## src/rtl/match_timer_pkg.sv

```systemverilog
package match_timer_pkg;

    localparam int CTL_MATCH_BIT = 15;
    localparam int CTL_OVF_BIT   = 14;
    localparam int CTL_MODE_BIT  = 8;
    localparam int CTL_IE_BIT    = 7;
    localparam int CTL_REQ_LO    = 4;
    localparam int CTL_CKS_LO    = 0;

    typedef enum logic [1:0] {
        REQ_NONE = 2'd0,
        REQ_DMA  = 2'd1,
        REQ_IRQ  = 2'd2,
        REQ_RSVD = 2'd3
    } req_sel_e;

    typedef enum logic [1:0] {
        LAG_IDLE        = 2'd0,
        LAG_WAIT_FIRST  = 2'd1,
        LAG_WAIT_SECOND = 2'd2
    } lag_state_e;

    // terminal value of the prescaler count for each clock select code
    function automatic int div_limit(input logic [2:0] cks);
        case (cks)
            3'd4:    return 7;
            3'd5:    return 31;
            3'd6:    return 127;
            default: return 0;
        endcase
    endfunction

endpackage

```

## src/rtl/mt_ref_sync.sv

```systemverilog
module mt_ref_sync #(
    parameter int STAGES = 2
) (
    input  logic clk,
    input  logic rst_n,
    input  logic ref_clk,
    output logic ref_tick
);
    logic [STAGES:0] shift_q;

    always_ff @(posedge clk or negedge rst_n) begin
        if (!rst_n) shift_q <= '0;
        else        shift_q <= {shift_q[STAGES-1:0], ref_clk};
    end

    // rising edge seen after the synchroniser stages
    assign ref_tick = shift_q[STAGES-1] & ~shift_q[STAGES];
endmodule

```

## src/rtl/mt_prescale.sv

```systemverilog
module mt_prescale
    import match_timer_pkg::*;
#(
    parameter int MAX_DIV = 128
) (
    input  logic       clk,
    input  logic       rst_n,
    input  logic       ref_tick,
    input  logic       run,
    input  logic [2:0] cks,
    output logic       cnt_tick
);
    localparam int PW = $clog2(MAX_DIV);

    logic [PW-1:0] div_q;
    logic [PW-1:0] lim;
    logic          valid;

    always_comb begin
        lim   = PW'(div_limit(cks));
        valid = cks[2];
    end

    always_ff @(posedge clk or negedge rst_n) begin
        if (!rst_n)                  div_q <= '0;
        else if (!run)               div_q <= '0;
        else if (ref_tick && valid)  div_q <= (div_q == lim) ? '0 : div_q + 1'b1;
    end

    assign cnt_tick = run && ref_tick && valid && (div_q == lim);
endmodule

```

## src/rtl/mt_channel.sv

```systemverilog
module mt_channel
    import match_timer_pkg::*;
#(
    parameter int CW      = 32,
    parameter int MAX_DIV = 128
) (
    input  logic          clk,
    input  logic          rst_n,
    input  logic          ref_tick,
    input  logic          run,
    input  logic          wr_ctl,
    input  logic          wr_cnt,
    input  logic          wr_cmp,
    input  logic [CW-1:0] wdata,
    output logic [CW-1:0] ctl_word,
    output logic [CW-1:0] cnt_q,
    output logic [CW-1:0] cmp_q,
    output logic          irq,
    output logic          dma,
    output logic          match_f,
    output logic          ovf_f,
    output logic          cnt_tick,
    output logic          commit
);
    lag_state_e    state_q, state_d;
    logic [CW-1:0] pend_q;
    logic          mode_q, ie_q;
    req_sel_e      req_q;
    logic [2:0]    cks_q;
    logic          hit, at_top;

    mt_prescale #(.MAX_DIV(MAX_DIV)) u_pre (
        .clk      (clk),
        .rst_n    (rst_n),
        .ref_tick (ref_tick),
        .run      (run),
        .cks      (cks_q),
        .cnt_tick (cnt_tick)
    );

    // write-lag state register
    always_ff @(posedge clk or negedge rst_n) begin
        if (!rst_n) state_q <= LAG_IDLE;
        else        state_q <= state_d;
    end

    always_comb begin
        state_d = state_q;
        unique case (state_q)
            LAG_IDLE:        if (wr_cnt) state_d = LAG_WAIT_FIRST;
            LAG_WAIT_FIRST:  if (wr_cnt) state_d = LAG_WAIT_FIRST;
                             else if (ref_tick) state_d = LAG_WAIT_SECOND;
            LAG_WAIT_SECOND: if (wr_cnt) state_d = LAG_WAIT_FIRST;
                             else if (ref_tick) state_d = LAG_IDLE;
            default:         state_d = LAG_IDLE;
        endcase
    end

    assign commit = (state_q == LAG_WAIT_SECOND) && ref_tick && !wr_cnt;
    assign hit    = (cnt_q == cmp_q);
    assign at_top = (cnt_q == {CW{1'b1}});

    always_ff @(posedge clk or negedge rst_n) begin
        if (!rst_n) begin
            pend_q  <= '0;
            cnt_q   <= '0;
            cmp_q   <= '1;
            mode_q  <= 1'b0;
            ie_q    <= 1'b0;
            req_q   <= REQ_NONE;
            cks_q   <= '0;
            match_f <= 1'b0;
            ovf_f   <= 1'b0;
        end else begin
            if (wr_cnt) pend_q <= wdata;
            if (wr_cmp) cmp_q  <= wdata;
            if (commit)
                cnt_q <= pend_q;
            else if (cnt_tick)
                cnt_q <= (hit && mode_q) ? '0 : cnt_q + 1'b1;
            if (wr_ctl) begin
                mode_q <= wdata[CTL_MODE_BIT];
                ie_q   <= wdata[CTL_IE_BIT];
                req_q  <= req_sel_e'(wdata[CTL_REQ_LO +: 2]);
                cks_q  <= wdata[CTL_CKS_LO +: 3];
            end
            // hardware set takes priority over a software clear
            match_f <= (match_f & ~(wr_ctl & ~wdata[CTL_MATCH_BIT]))
                     | (cnt_tick & ~commit & hit);
            ovf_f   <= (ovf_f & ~(wr_ctl & ~wdata[CTL_OVF_BIT]))
                     | (cnt_tick & ~commit & ~hit & at_top);
        end
    end

    // outputs
    always_comb begin
        ctl_word                     = '0;
        ctl_word[CTL_MATCH_BIT]      = match_f;
        ctl_word[CTL_OVF_BIT]        = ovf_f;
        ctl_word[CTL_MODE_BIT]       = mode_q;
        ctl_word[CTL_IE_BIT]         = ie_q;
        ctl_word[CTL_REQ_LO +: 2]    = req_q;
        ctl_word[CTL_CKS_LO +: 3]    = cks_q;
        irq = match_f && ie_q && (req_q == REQ_IRQ);
        dma = match_f && (req_q == REQ_DMA);
    end
endmodule

```

## src/rtl/match_timer.sv

```systemverilog
module match_timer #(
    parameter int NCH     = 4,
    parameter int CW      = 32,
    parameter int AW      = 8,
    parameter int MAX_DIV = 128
) (
    input  logic           clk,
    input  logic           rst_n,
    input  logic           ref_clk,
    input  logic           bus_wr,
    input  logic [AW-1:0]  bus_addr,
    input  logic [CW-1:0]  bus_wdata,
    output logic [CW-1:0]  bus_rdata,
    output logic [NCH-1:0] irq,
    output logic [NCH-1:0] dma_req,
    output logic           irq_any
);
    localparam int BLK_W = AW - 4;

    logic           ref_tick;
    logic [NCH-1:0] run_q;
    logic [NCH-1:0] ch_hit, ch_match, ch_ovf, ch_tick, ch_commit;
    logic [CW-1:0]  ch_ctl [NCH];
    logic [CW-1:0]  ch_cnt [NCH];
    logic [CW-1:0]  ch_cmp [NCH];
    logic [1:0]     reg_off;
    logic           run_sel;

    assign reg_off = bus_addr[3:2];
    assign run_sel = (bus_addr == '0);

    mt_ref_sync #(.STAGES(2)) u_sync (
        .clk      (clk),
        .rst_n    (rst_n),
        .ref_clk  (ref_clk),
        .ref_tick (ref_tick)
    );

    always_ff @(posedge clk or negedge rst_n) begin
        if (!rst_n)                 run_q <= '0;
        else if (bus_wr && run_sel) run_q <= bus_wdata[NCH-1:0];
    end

    for (genvar n = 0; n < NCH; n++) begin : g_ch
        assign ch_hit[n] = (bus_addr[AW-1:4] == BLK_W'(n + 1));
        mt_channel #(.CW(CW), .MAX_DIV(MAX_DIV)) u_ch (
            .clk      (clk),
            .rst_n    (rst_n),
            .ref_tick (ref_tick),
            .run      (run_q[n]),
            .wr_ctl   (bus_wr && ch_hit[n] && reg_off == 2'd0),
            .wr_cnt   (bus_wr && ch_hit[n] && reg_off == 2'd1),
            .wr_cmp   (bus_wr && ch_hit[n] && reg_off == 2'd2),
            .wdata    (bus_wdata),
            .ctl_word (ch_ctl[n]),
            .cnt_q    (ch_cnt[n]),
            .cmp_q    (ch_cmp[n]),
            .irq      (irq[n]),
            .dma      (dma_req[n]),
            .match_f  (ch_match[n]),
            .ovf_f    (ch_ovf[n]),
            .cnt_tick (ch_tick[n]),
            .commit   (ch_commit[n])
        );
    end

    assign irq_any = |irq;

    always_comb begin
        bus_rdata = '0;
        if (run_sel) bus_rdata = CW'(run_q);
        for (int n = 0; n < NCH; n++) begin
            if (ch_hit[n]) begin
                case (reg_off)
                    2'd0:    bus_rdata = ch_ctl[n];
                    2'd1:    bus_rdata = ch_cnt[n];
                    2'd2:    bus_rdata = ch_cmp[n];
                    default: bus_rdata = '0;
                endcase
            end
        end
    end
endmodule

```

## config.mk

```make
export PLATFORM = sky130hd
export DESIGN_NAME = match_timer
export DESIGN_NICKNAME = d
export VERILOG_FILES = /design/src/rtl/match_timer_pkg.sv /design/src/rtl/mt_ref_sync.sv /design/src/rtl/mt_prescale.sv /design/src/rtl/mt_channel.sv /design/src/rtl/match_timer.sv
export SDC_FILE = /design/constraint.sdc
export NUM_CORES = 1
export LEC_CHECK = 0
export BUFFER_PORTS_ARGS = -buffer_cell sky130_fd_sc_hd__buf_4
export CAP_MARGIN = 20
export CORE_MARGIN = 2
export CORE_UTILIZATION = 63
export DETAILED_ROUTE_END_ITERATION = 6
export GPL_TIMING_DRIVEN = 0
export HOLD_SLACK_MARGIN = 0.15
export PLACE_DENSITY_LB_ADDON = 0.2
export SLEW_MARGIN = 5
export SYNTH_ARGS = -nofsm -noshare
export SYNTH_HDL_FRONTEND = slang
export SYNTH_SLANG_ARGS = --single-unit
export TNS_END_PERCENT = 100
```

## constraint.sdc

```tcl
create_clock -name clk -period 7.3 [get_ports clk]
set_clock_uncertainty 0.1 [all_clocks]
set_input_delay 1.46 -clock clk [delete_from_list [all_inputs] [get_ports clk]]
set_output_delay 1.46 -clock clk [all_outputs]
set_load 0.1 [all_outputs]
```

==> impl_metrics.env, run 1 <==
export IMPL_numPortBuffers=81
export IMPL_timing_final_hold_violations=0
export IMPL_start_util=0.640
export IMPL_vias=22800
export IMPL_fmax_ghz=0.161
export IMPL_rr_startpoint="g_ch[1].u_ch.cnt_q[5]"
export IMPL_synth_largest_area_cell="dfrtp_1"
export IMPL_fin_crit_ns=6.19
export IMPL_ctsResizeCount=0
export IMPL_holdBufCountCts=0
export IMPL_htree_levels=2
export IMPL_clkSinkCount=463
export IMPL_synth_edf_count=0
export IMPL_grt_pass1_vias=21800
export IMPL_power_density_mw_per_mm2=283
export IMPL_worst_pin_slew_ns=1.15
export IMPL_total_power_w=0.00811
export IMPL_finalSetupViolCount=0
export IMPL_max_cap_violations=0
export IMPL_area_growth_synth_to_final_pct=12.1
export IMPL_avgSynthCellArea_sq_um=10.1
export IMPL_fillCellCount=2906
export IMPL_vdd_drop_max_uv=214
export IMPL_cp_required_ns=5.74
export IMPL_worst_slack_ns=1.11
export IMPL_drc=0
export IMPL_startpoint_type="primary input"
export IMPL_cts_clk_slew_worst_paths_ns=0.06
export IMPL_worstHoldStart="u_sync.shift_q[0]"
export IMPL_track_usage=0.435
export IMPL_die_height_microns=205
export IMPL_std_cell_rows=73
export IMPL_ios=85
export IMPL_dp_slack_ns=1.36
export IMPL_grt_remaining_overflow=0
export IMPL_die_x_microns=205
export IMPL_via_per_inst=7.01
export IMPL_yosysSeqAreaShare=0.460
export IMPL_drtAntennaViolNets=0
export IMPL_drive_gt1_frac=0.235
export IMPL_nNetsFinal=2733
export IMPL_cts_root_buf="clkbuf_16"
export IMPL_async_flop_share=1.00
export IMPL_grt_max_degree=101
export IMPL_maxSlewViolCount=0
export IMPL_clockBufferDepth=3
export IMPL_cts_setup_buffers=0
export IMPL_min_path_type="flip-flop to flip-flop"
export IMPL_ys_ff_latch=463
export IMPL_dieArea_sq_mm=0.0422
export IMPL_worstSkewPairLatency_ns=0.62
export IMPL_cp_end_kind="output pin"
export IMPL_outcome="finished clean"
export IMPL_core_area_sq_mm=0.0399
export IMPL_wirelength_microns=91300
export IMPL_gp_congestion=1.07
export IMPL_finalSetupTns_ns=0
export IMPL_worstPathMaxFanout=10
export IMPL_tritoncts="yes"
export IMPL_antenna_found_initial=8
export IMPL_startpoint="bus_addr[3]"
export IMPL_yosysWarnings=0
export IMPL_syn_inst=2541
export IMPL_grt_pass1_wl_microns=135000
export IMPL_arrival_ns=4.63
export IMPL_synth_area_sq_mm=0.0256
export IMPL_rsz0062_at_grt="no"
export IMPL_synth_distinct_cells=81
export IMPL_dp_hpwl_microns=64200
export IMPL_synth_ff_type="dfrtp_1"
export IMPL_relSlewSlack=0.235
export IMPL_cts_buffers_inserted=51
export IMPL_synth_top_cell_area_share=0.328
export IMPL_syn_nets=2593
export IMPL_wl_per_cell_microns=28.1
export IMPL_drt_iter0_drc=3199
export IMPL_critPathKind="primary input to output pin"
export IMPL_synthTopCellsByArea="dfrtp_1 33%, dfstp_2 13%, mux2_2 13%"
export IMPL_drt_pass1_iter_count=6
export IMPL_post_route_period_util=0.848
export IMPL_p_leak_nw=11.7
synthesized netlist by cell type (9+ instances only):
master / n
o21a_1: 10
and3_1: 38
nand3_1: 79
nor2_1: 216
and2_1: 20
dfrtp_1: 335
nor4_1: 11
nand2b_1: 10
mux2_2: 294
o22a_1: 21
nand2_1: 166
and4_1: 10
mux2i_1: 35
xnor2_1: 128
inv_1: 11
or3_1: 45
a31oi_1: 90
nor3_1: 22
a22oi_1: 58
nand3b_1: 26
buf_1: 11
o31ai_1: 16
o21ai_0: 157
o22ai_1: 22
a211oi_1: 9
nand4_1: 62
buf_2: 19
nor2b_1: 30
a221oi_1: 59
dfstp_2: 128
a21o_1: 16
a21oi_1: 74
clkbuf_1: 169
sequential cells by signal, indices dropped and copies added, names as in the netlist, 8 cells and up:
register / cells
g_ch.u_ch.req_q: 8
g_ch.u_ch.cnt_q: 128
g_ch.u_ch.pend_q: 128
g_ch.u_ch.u_pre.div_q: 28
g_ch.u_ch.cks_q: 12
g_ch.u_ch.cmp_q: 128
g_ch.u_ch.state_q: 8
through the flow:
step,instances,util,hold slack (ns),area [sq um]
floorplan,2541,-,0.231,25600
global placement,3147,0.672,0.271,26800
detailed placement,3152,0.676,0.263,27000
CTS,3248,0.718,0.281,28600
global route,3250,0.718,0.292,28700
finish,3253,0.718,0.285,28700
kinds of logic (layout without fill, tap and decap cells):
| family | count (synthesis) | count (layout) | share of synthesized area |
|---|---|---|---|
| and+or+nand+nor | 781 | 781 | 0.156 |
| AOI/OAI and AO/OA | 603 | 603 | 0.156 |
| muxes | 329 | 329 | 0.143 |
| adders and majority gates | 8 | 8 | 0.00392 |
| buffers and inverters | 221 | 404 | 0.0352 |
| other | 0 | 4 | 0 |
| DFF | 463 | 463 | 0.460 |
| xor gates and xnor gates | 136 | 136 | 0.0466 |
cell type report:
cell class,instances,area (sq um),share of cell area
clock buffers,77,1460,0.0511
clock inverters,19,210,0.00733
flip-flops and latches,463,11700,0.410
multi-input cells,1857,12900,0.451
well taps,525,657,0.0229
repair buffers,87,761,0.0265
plain buffers,210,858,0.0299
diodes,4,10.0,0.000349
inverters,11,41.3,0.00144
path summary, 6_finish.rpt:
check / end / slack [ns] / cells after the start
worst min register to register: u_sync.shift_q[1] / 0.28 / 0
max in group asynchronous: g_ch[2].u_ch.cmp_q[19] / 4.91 / 4
worst max-delay path: bus_rdata[30] / 1.11 / 8
worst max register to register: g_ch[1].u_ch.cnt_q[7] / 3.66 / 10
worst min-delay path: u_sync.shift_q[1] / 0.28 / 0
min in group asynchronous: g_ch[1].u_ch.pend_q[10] / 0.65 / 1
critical path: stages:
cell and delay (ns):
clkbuf_1 0.16, nor2b_1 0.28, clkbuf_1 0.56, clkbuf_1 0.65, clkbuf_1 0.51, a221oi_1 0.23, o22ai_1 0.38, buf_4 0.37
power by group:
part / switching (W) / total [W] / internal, W / leakage [nW]
combinational: 0.00101 / 0.00177 / 0.000763 / 5.21
sequential: 0.000607 / 0.00371 / 0.00310 / 5.63
clock: 0.00110 / 0.00263 / 0.00153 / 0.820
cells in the final DEF, fill, tap and decap left out, drive strengths merged, types with 8 or more instances in the layout:
master and instances:
nor2 217, o21a 10, o32ai 8, a211oi 9
o21ai 159, nand3 79, clkinv 10, dfstp 128
a21boi 9, mux2 294, a21oi 74, xor2 8
and2 22, and4 10, inv 14, nand3b 26
a21o 16, o22a 21, a22oi 58, o31ai 16
buf 126, nand2b 11, nor3 24, a31oi 90
nand4 62, or3 45, a221oi 59, clkbuf 248
nor2b 30, xnor2 128, ha 8, nand2 166
nor4 15, and3 38, mux2i 35, dfrtp 335
o22ai 22
routing by layer:
layer  up-vias  share of wire  global-route usage  routed length [microns]
li1       9651              -                   -                        -
met1     11400           0.38               0.557                    34400
met2      1454           0.44               0.663                    39900
met3       321           0.11               0.121                    10400
met4         2          0.071               0.252                     6500
met5         -        0.00014                   0                       13
Power figures use the tool's default switching activity.
==> run 2: changes to the inputs <==
--- a/config.mk
+++ b/config.mk
@@ -8,7 +8,7 @@
 export BUFFER_PORTS_ARGS = -buffer_cell sky130_fd_sc_hd__buf_4
 export CAP_MARGIN = 20
 export CORE_MARGIN = 2
-export CORE_UTILIZATION = 63
+export CORE_UTILIZATION = 57
 export DETAILED_ROUTE_END_ITERATION = 6
 export GPL_TIMING_DRIVEN = 0
 export HOLD_SLACK_MARGIN = 0.15
==> constraint.sdc (replaced) <==
create_clock -name clk -period 5.3 [get_ports clk]
set_clock_uncertainty 0.1 [all_clocks]
set_input_delay 1.06 -clock clk [delete_from_list [all_inputs] [get_ports clk]]
set_output_delay 1.06 -clock clk [all_outputs]
set_load 0.1 [all_outputs]
==> impl_metrics.env, run 2 (synthesized netlist as in run 1, its figures left out) <==
export IMPL_top_layer="met4"
export IMPL_final_cell_mix="335 x dfrtp_1, 294 x mux2_2, 216 x nor2_1"
export IMPL_clkPwrFrac=0.335
export IMPL_fin_crit_ns=5.24
export IMPL_worst_pin_slew_ns=1.10
export IMPL_switching_share=0.333
export IMPL_fmax_ghz=0.191
export IMPL_crit_path_top_delay_cell="clkbuf_1"
export IMPL_outcome="finished clean"
export IMPL_finalSetupViolCount=0
export IMPL_slowest_delay_ns=0.59
export IMPL_cts_setup_buffers=0
export IMPL_antenna_found_initial=3
export IMPL_drtAntennaViolNets=0
export IMPL_power_frac_comb=0.215
export IMPL_wl_per_cell_microns=28.1
export IMPL_std_cell_rows=77
export IMPL_wl_met2_microns=40900
export IMPL_grt_pass1_vias=21500
export IMPL_cp_required_ns=4.14
export IMPL_power_density_mw_per_mm2=394
export IMPL_crit_chain="clkbuf_1 -> nor2b_1 -> clkbuf_1 -> clkbuf_1 -> clkbuf_1 -> a22oi_1 -> o22ai_1 -> buf_4"
export IMPL_tritoncts="yes"
export IMPL_dp_hpwl_microns=66000
export IMPL_drt_pass1_iter_count=5
export IMPL_internal_power_w=0.00761
export IMPL_wirelength_microns=93400
export IMPL_p_leak_nw=11.7
export IMPL_core_area_sq_mm=0.0442
export IMPL_numPortBuffers=81
export IMPL_timing_final_hold_violations=0
export IMPL_die_x_microns=216
export IMPL_wl_met1_microns=37300
export IMPL_rsz0062_at_grt="no"
export IMPL_fillCellCount=3631
export IMPL_cts_root_buf="clkbuf_16"
export IMPL_drc=0
export IMPL_htree_levels=2
export IMPL_dieArea_sq_mm=0.0466
export IMPL_via_per_inst=6.73
export IMPL_fin_cells=3318
export IMPL_track_usage=0.401
export IMPL_vias=22300
export IMPL_clkSinkCount=463
export IMPL_power_net_switching_w=0.00379
export IMPL_arrival_ns=4.08
export IMPL_post_route_period_util=0.988
export IMPL_min_path_type="flip-flop to flip-flop"
export IMPL_reg_top3="g_ch.u_ch.cmp_q (128), g_ch.u_ch.cnt_q (128), g_ch.u_ch.pend_q (128)"
export IMPL_max_cap_violations=0
export IMPL_die_height_microns=216
export IMPL_drt_iter0_drc=2853
export IMPL_cts_clk_slew_worst_paths_ns=0.06
export IMPL_area_growth_synth_to_final_pct=13.1
export IMPL_cp_end_kind="output pin"
export IMPL_cts_buffers_inserted=51
export IMPL_crit_top_cell="clkbuf_1"
export IMPL_placedCellCount=3221
export IMPL_nNetsFinal=2735
export IMPL_worstSkewPairLatency_ns=0.62
export IMPL_startpoint_type="primary input"
export IMPL_drive_gt1_frac=0.240
export IMPL_p_seq_frac=0.450
export IMPL_grt_pass1_wl_microns=139000
export IMPL_worstPathMaxFanout=10
export IMPL_clockBufferDepth=3
export IMPL_grt_remaining_overflow=0
export IMPL_grt_max_degree=119
export IMPL_maxSlewViolCount=0
export IMPL_ios=85
export IMPL_critPathKind="primary input to output pin"
export IMPL_finalSetupTns_ns=0
export IMPL_gp_congestion=1.01
export IMPL_final_common_cell="dfrtp_1"
export IMPL_routed_wl_met3_microns=9280
export IMPL_start_util=0.578
export IMPL_vdd_drop_max_uv=277
export IMPL_relSlewSlack=0.265
-- run 2: cell count changes in the layout (fill, tap and decap cells not counted), moves of 4 or more --
cell	before	now
clkbuf_1	186	181
clkinv_2	9	13
o32ai_1	8	2
o32ai_2	0	6
-- run 2: cell type report --
| type | instances | area, sq um | area share |
|---|---|---|---|
| multi-input cells | 1857 | 13000 | 0.448 |
| flip-flops and latches | 463 | 11700 | 0.406 |
| clock buffers | 73 | 1480 | 0.0513 |
| plain buffers | 210 | 860 | 0.0297 |
| repair buffers | 89 | 777 | 0.0269 |
| well taps | 592 | 741 | 0.0256 |
| clock inverters | 22 | 292 | 0.0101 |
| inverters | 11 | 41.3 | 0.00143 |
| diodes | 1 | 2.50 | 0.0000866 |
-- run 2: per-stage QoR --
stage	power (W)	hold WS, ns	cell area, sq um	setup slack (ns)	utilization
after global placement	0.00741	0.238	27000	-1.68	0.610
after detailed placement	0.00751	0.242	27100	0.152	0.613
final	0.0114	0.250	28900	0.0614	0.654
after CTS	0.0113	0.266	28900	0.145	0.653
after global routing	0.0118	0.272	28900	0.0610	0.653
after floorplan	0.00652	0.231	25600	0.249	-
-- run 2: power groups by stage --
stage | sequential (W) | combinational (W) | clock, W
6_report | 0.00513 | 0.00244 | 0.00382
2_1_floorplan | 0.00481 | 0.00172 | 0
5_1_grt | 0.00519 | 0.00263 | 0.00397
3_3_place_gp | 0.00510 | 0.00230 | 0
3_5_place_dp | 0.00513 | 0.00238 | 0
4_1_cts | 0.00509 | 0.00239 | 0.00383
-- run 2: worst max-delay path: cells and delay by family --
family | cells | cell delay [ns]
buffers and inverters | 5 | 2.23
AOI/OAI and AO/OA | 2 | 0.55
and+or+nand+nor | 1 | 0.21
-- run 2: final timing paths --
check / from / to / slack, ns / depth (start not counted)
setup / recovery: bus_addr[3] / bus_rdata[31] / 0.06 / 8
hold / removal: u_sync.shift_q[0] / u_sync.shift_q[1] / 0.25 / 0
setup reg to reg: u_sync.shift_q[1] / g_ch[3].u_ch.cnt_q[15] / 1.34 / 9
hold reg to reg: u_sync.shift_q[0] / u_sync.shift_q[1] / 0.25 / 0
max in group asynchronous: rst_n / g_ch[2].u_ch.cnt_q[23] / 2.94 / 4
min in group asynchronous: rst_n / g_ch[1].u_ch.u_pre.div_q[2] / 0.75 / 2
-- run 2: what timing repair did --
action	4_1_cts	5_1_grt
setup endpoints to repair	0	2
resized for setup	0	2
hold buffers	1	0
hold endpoints to repair	7	0
-- run 2: per-layer routing --
metal / up-vias / global-route usage
met2: 1252 / 0.604
li1: 9647 / -
met4: 0 / 0.207
met1: 11100 / 0.539
met5: - / 0
met3: 300 / 0.0982
